### config.mk
export PLATFORM = sky130hd
export DESIGN_NAME = fifo_tq
export DESIGN_NICKNAME = d
export VERILOG_FILES = /design/src/rtl/fifo_tq_pkg.sv /design/src/rtl/fifo_tq_ptr.sv /design/src/rtl/fifo_tq_ram.sv /design/src/rtl/fifo_tq_flags.sv /design/src/rtl/fifo_tq.sv
export SDC_FILE = /design/constraint.sdc
export NUM_CORES = 1
export LEC_CHECK = 0
export CAP_MARGIN = 20
export CORE_MARGIN = 2
export CORE_UTILIZATION = 53
export CTS_CLUSTER_SIZE = 20
export DETAILED_ROUTE_END_ITERATION = 8
export PLACE_DENSITY = 0.76
export SYNTH_ARGS = -nofsm -noshare
export SYNTH_HDL_FRONTEND = slang
export SYNTH_HIERARCHICAL = 1
export SYNTH_SLANG_ARGS = --single-unit
### constraint.sdc
create_clock -name clk -period 2.2 [get_ports clk]
set_input_delay 0.33 -clock clk [delete_from_list [all_inputs] [get_ports clk]]
set_output_delay 0.33 -clock clk [all_outputs]
set_load 0.02 [all_outputs]
### src/rtl/fifo_tq_pkg.sv
package fifo_tq_pkg;

    // Accepted operation in a cycle: bit 0 = push taken, bit 1 = pop taken.
    typedef enum logic [1:0] {
        OP_IDLE = 2'b00,
        OP_PUSH = 2'b01,
        OP_POP  = 2'b10,
        OP_BOTH = 2'b11
    } fifo_op_e;

    function automatic fifo_op_e op_decode(input logic push_ok, input logic pop_ok);
        return fifo_op_e'({pop_ok, push_ok});
    endfunction

    function automatic logic op_writes(input fifo_op_e op);
        return (op == OP_PUSH) || (op == OP_BOTH);
    endfunction

    function automatic logic op_reads(input fifo_op_e op);
        return (op == OP_POP) || (op == OP_BOTH);
    endfunction

    // Full when the wrap bits differ and the row indices agree.
    function automatic logic full_test(input logic wrap_differs, input logic rows_equal);
        return wrap_differs & rows_equal;
    endfunction

endpackage

### src/rtl/fifo_tq_ptr.sv
module fifo_tq_ptr #(
    parameter int AW = 3
) (
    input  logic        clk,
    input  logic        rst,
    input  logic        adv,
    output logic [AW:0] ptr,
    output logic [AW:0] ptr_next
);

    assign ptr_next = adv ? ptr + 1'b1 : ptr;

    always_ff @(posedge clk) begin
        if (rst) begin
            ptr <= '0;
        end else begin
            ptr <= ptr_next;
        end
    end

endmodule

### src/rtl/fifo_tq_ram.sv
module fifo_tq_ram #(
    parameter int DW          = 8,
    parameter int AW          = 3,
    parameter bit TRANSPARENT = 1'b1,
    localparam int ROWS       = 1 << AW
) (
    input  logic          clk,
    input  logic          rst,
    input  logic          we,
    input  logic [AW-1:0] waddr,
    input  logic [DW-1:0] wdata,
    input  logic [AW-1:0] raddr,
    output logic [DW-1:0] rdata
);

    logic [DW-1:0] store [ROWS];
    logic [DW-1:0] rd_word;

    always_ff @(posedge clk) begin
        if (we) begin
            store[waddr] <= wdata;
        end
    end

    generate
        if (TRANSPARENT) begin : g_bypass
            // Same-row read during write returns the incoming word.
            assign rd_word = (we && (waddr == raddr)) ? wdata : store[raddr];
        end else begin : g_plain
            assign rd_word = store[raddr];
        end
    endgenerate

    always_ff @(posedge clk) begin
        if (rst) begin
            rdata <= '0;
        end else begin
            rdata <= rd_word;
        end
    end

endmodule

### src/rtl/fifo_tq_flags.sv
module fifo_tq_flags
    import fifo_tq_pkg::*;
#(
    parameter int AW          = 3,
    parameter bit TRANSPARENT = 1'b1
) (
    input  logic        clk,
    input  logic        rst,
    input  logic [AW:0] wr_ptr,
    input  logic [AW:0] wr_next,
    input  logic [AW:0] rd_next,
    output logic        full,
    output logic        empty,
    output logic [AW:0] level
);

    // Write position the reader may see after this edge. Without the
    // bypass, a row written this edge is readable one edge later.
    logic [AW:0] vis_wr;
    logic        full_d;

    assign vis_wr = TRANSPARENT ? wr_next : wr_ptr;
    assign full_d = full_test(wr_next[AW] != rd_next[AW],
                              wr_next[AW-1:0] == rd_next[AW-1:0]);

    always_ff @(posedge clk) begin
        if (rst) begin
            full  <= 1'b0;
            empty <= 1'b1;
            level <= '0;
        end else begin
            full  <= full_d;
            empty <= (vis_wr == rd_next);
            level <= wr_next - rd_next;
        end
    end

endmodule

### src/rtl/fifo_tq.sv
module fifo_tq
    import fifo_tq_pkg::*;
#(
    parameter int DW          = 8,
    parameter int DEPTH       = 8,
    parameter bit TRANSPARENT = 1'b1,
    localparam int AW         = $clog2(DEPTH)
) (
    input  logic          clk,
    input  logic          rst,
    input  logic          push,
    input  logic [DW-1:0] wdata,
    input  logic          pop,
    output logic [DW-1:0] rdata,
    output logic          full,
    output logic          empty,
    output logic [AW:0]   level
);

    fifo_op_e    op;
    logic [AW:0] wr_ptr, wr_next;
    logic [AW:0] rd_ptr, rd_next;

    assign op = op_decode(push & ~full, pop & ~empty);

    fifo_tq_ptr #(.AW(AW)) u_wr_ptr (
        .clk      (clk),
        .rst      (rst),
        .adv      (op_writes(op)),
        .ptr      (wr_ptr),
        .ptr_next (wr_next)
    );

    fifo_tq_ptr #(.AW(AW)) u_rd_ptr (
        .clk      (clk),
        .rst      (rst),
        .adv      (op_reads(op)),
        .ptr      (rd_ptr),
        .ptr_next (rd_next)
    );

    fifo_tq_ram #(.DW(DW), .AW(AW), .TRANSPARENT(TRANSPARENT)) u_ram (
        .clk   (clk),
        .rst   (rst),
        .we    (op_writes(op)),
        .waddr (wr_ptr[AW-1:0]),
        .wdata (wdata),
        .raddr (rd_next[AW-1:0]),
        .rdata (rdata)
    );

    fifo_tq_flags #(.AW(AW), .TRANSPARENT(TRANSPARENT)) u_flags (
        .clk     (clk),
        .rst     (rst),
        .wr_ptr  (wr_ptr),
        .wr_next (wr_next),
        .rd_next (rd_next),
        .full    (full),
        .empty   (empty),
        .level   (level)
    );

    logic unused_rd_ptr;
    assign unused_rd_ptr = ^rd_ptr;

endmodule

==> metrics.txt <==
sequential-to-total area share from yosys stat=0.6750; DRT antenna net count=0; Clock Latency Late Sink=0.35 ns; syn nets=219; chain of cells forming the critical path=clkdlybuf4s50_1 > nor2b_4 > buf_4 > a21bo_2 > nand2_1 > inv_1 > ha_1 > a21oi_1 > nand3_1 > nor3b_2; status=finished clean; fill count=454; Netlist cell types=33; Rows=29; Final period util=0.9023; fmax=503.8 MHz; Pleak=1.513 nW; sw frac=0.2538; Slew @ Worst Pin=0.4801 ns; Crit Path Category=input pin to register; number of antenna diodes=0; number of flops mapped to enable cells by yosys=64; root buf cell=clkbuf_8; Buf/Inv on CP=3; fin util=0.6607; share of the synthesized area in the top cell type=0.5492; max cap viols=0; relative slew slack=0.6789; top post-synthesis cells by area=edfxtp_1 55%, dfxtp_1 13%, mux4_2 7.1%; Post-synth top cells=64 x edfxtp_1, 22 x dfxtp_1, 19 x nor2_1, 11 x mux4_2, 8 x mux2i_1; syn avg cell area=17.41 um2; CP Capture Type=register; Synth area leader=edfxtp_1; top-count cell post-synth=edfxtp_1; startpoint types=input pin; die width=85.26 um; post-CTS setup buffers=0; GP Congestion=0.8027; pwr dens=874.3 nW/um2; RSZ-0062 raised after global routing=no; flops & latches, synth=86; core footprint=6386 um2; switching power=0.9362 mW; Worst path slowest cell=clkdlybuf4s50_1; total CTS buffers=9; share of cells above drive strength 1=0.2576; post-place setup slack=-0.2305 ns; internal power=2.752 mW; Final Hold Fails=0; via density per instance=5.557; min setup slack post-route=0.2150 ns; CTS tree=built; Max FO, Critical Path=4; Area Overhead vs Synth=20.56%; largest net degree at the start of global routing=17; all-layer global routing usage=0.1851; Final nets=277; antenna violations before repair=0; Synth Instances=201; Remaining DRCs=0; clock power share=0.304; Synth warnings=6; worst clock skew=0.008945 ns; Reg power frac=0.508; clk sinks=86; cell area after synthesis=3500 um2; peak supply drop=0.6201 mV; GRT overflow=0; drt pass-1 iters=4; CP required=2.43 ns; initial core utilization=0.5480; final setup vio count=0; max-slew violations=0; routed length per instance=17.88 um; port bufs=25; Hold WC Path Type=register to register; die height=85.26 um; top_reg_cell synth=edfxtp_1; clock slew at reported path FFs=0.08 ns; worst path arrival time=2.21 ns; Clock H-tree levels=3; Ports=26; Post-Route WL=6096 um; Post-synth ARST share=0; DP HPWL=4159 um; logic gate share of total power=0.187; global-route wire length before repair=9956 um; via count=1,895; vias in the first global route=1,914; Tmin final=1.985 ns; CTS Buffer Depth=2; PnR Total Power=3.689 mW; Starting DRT DRC Count=106; CP max stage delay=0.40 ns; Crit path max-delay family=buffers and inverters; die footprint=7269 um2
[cells in the final DEF (no fill, tap or decap), types with 2 or more instances in the layout]
cell type and instances:
buf_4 28, mux2_4 3, nand2_1 4, nor3_1 2, xor2_1 4, a21bo_2 2, a211oi_1 7, nand2b_1 3
dfxtp_1 22, mux4_1 5, mux2i_1 8, mux4_2 11, nor2b_1 6, clkbuf_8 10, nor2b_4 2, nand4_2 3
xnor2_1 5, nand3b_1 3, clkdlybuf4s50_1 25, nand3_1 2, nor2_1 19, edfxtp_1 64, inv_6 3, inv_1 4
a21oi_1 4, ha_1 5
[area by class of cell]
class	instances	area [um2]	area share
flip-flops and latches	86	2362	0.5599
multi-input cells	104	1060	0.2512
repair buffers	54	480.5	0.1139
clock buffers	10	137.6	0.03262
well taps	77	96.34	0.02284
clock inverters	6	67.56	0.01601
inverters	4	15.01	0.003559
[worst register-to-register path: stages (launching register included)]
cell and delay [ns]:
dfxtp_1 0.35, ha_1 0.29, mux2_4 0.36, buf_4 0.19, mux4_2 0.42, mux2i_1 0.17
a211oi_1 0.09
[flip-flops by register name (all words and copies together), names as in the netlist]
name	flops
u_ram/store	64
u_ram/rdata	8
u_flags/level	4
u_rd_ptr/ptr	4
u_wr_ptr/ptr	4
u_flags/empty	1
u_flags/full	1
[repair_timing]
action	CTS	global route
endpoints found under the setup margin	0	1
hold buffers	0	0
resized for setup	0	1
[layer usage]
metal,track usage,vias to the layer above,part of all wire
met1,0.2335,948,0.44
li1,-,893,-
met5,0,-,0
met2,0.3047,40,0.50
met3,0.05156,14,0.037
met4,0.07359,0,0.024
[worst paths after layout]
check	start	to	slack (ns)	depth (start not counted)
worst max-delay path	pop	u_flags/level[3]	0.21	10
worst min-delay path	u_wr_ptr/ptr[3]	u_wr_ptr/ptr[3]	0.60	2
worst max register to register	u_rd_ptr/ptr[0]	u_ram/rdata[5]	0.21	6
worst min register to register	u_wr_ptr/ptr[3]	u_wr_ptr/ptr[3]	0.60	2
[kinds of logic (layout without fill, tap and decap cells)]
| group | Yosys count | in the layout | share of synthesized area |
|---|---|---|---|
| AO/OA/AOI/OAI | 15 | 15 | 0.03218 |
| XOR/XNOR | 9 | 9 | 0.02252 |
| adder cells (fa/ha/maj) | 6 | 6 | 0.02360 |
| buffers and inverters | 11 | 74 | 0.02323 |
| flip-flops | 86 | 86 | 0.6750 |
| multiplexers | 28 | 28 | 0.1462 |
| AND/OR/NAND/NOR | 46 | 46 | 0.07723 |
[power groups by stage]
stage	Sequential, mW	Clock [mW]	Combinational (mW)
global route	1.88	1.21	0.750
global placement	1.91	0	0.678
CTS	1.88	1.15	0.694
detailed placement	1.91	0	0.691
floorplan	1.98	0	0.346
finish	1.88	1.12	0.691
[through the flow]
stage	instance area [um2]	hold slack, ns	setup TNS [ns]	std cells
floorplan	3500	0.3967	0	201
global placement	4010	0.5667	-1.690	325
detailed placement	4010	0.5795	-2.094	325
CTS	4215	0.5977	0	341
global route	4219	0.6298	0	341
finish	4219	0.5974	0	341
Note: power is estimated with default switching activity, not from simulation.
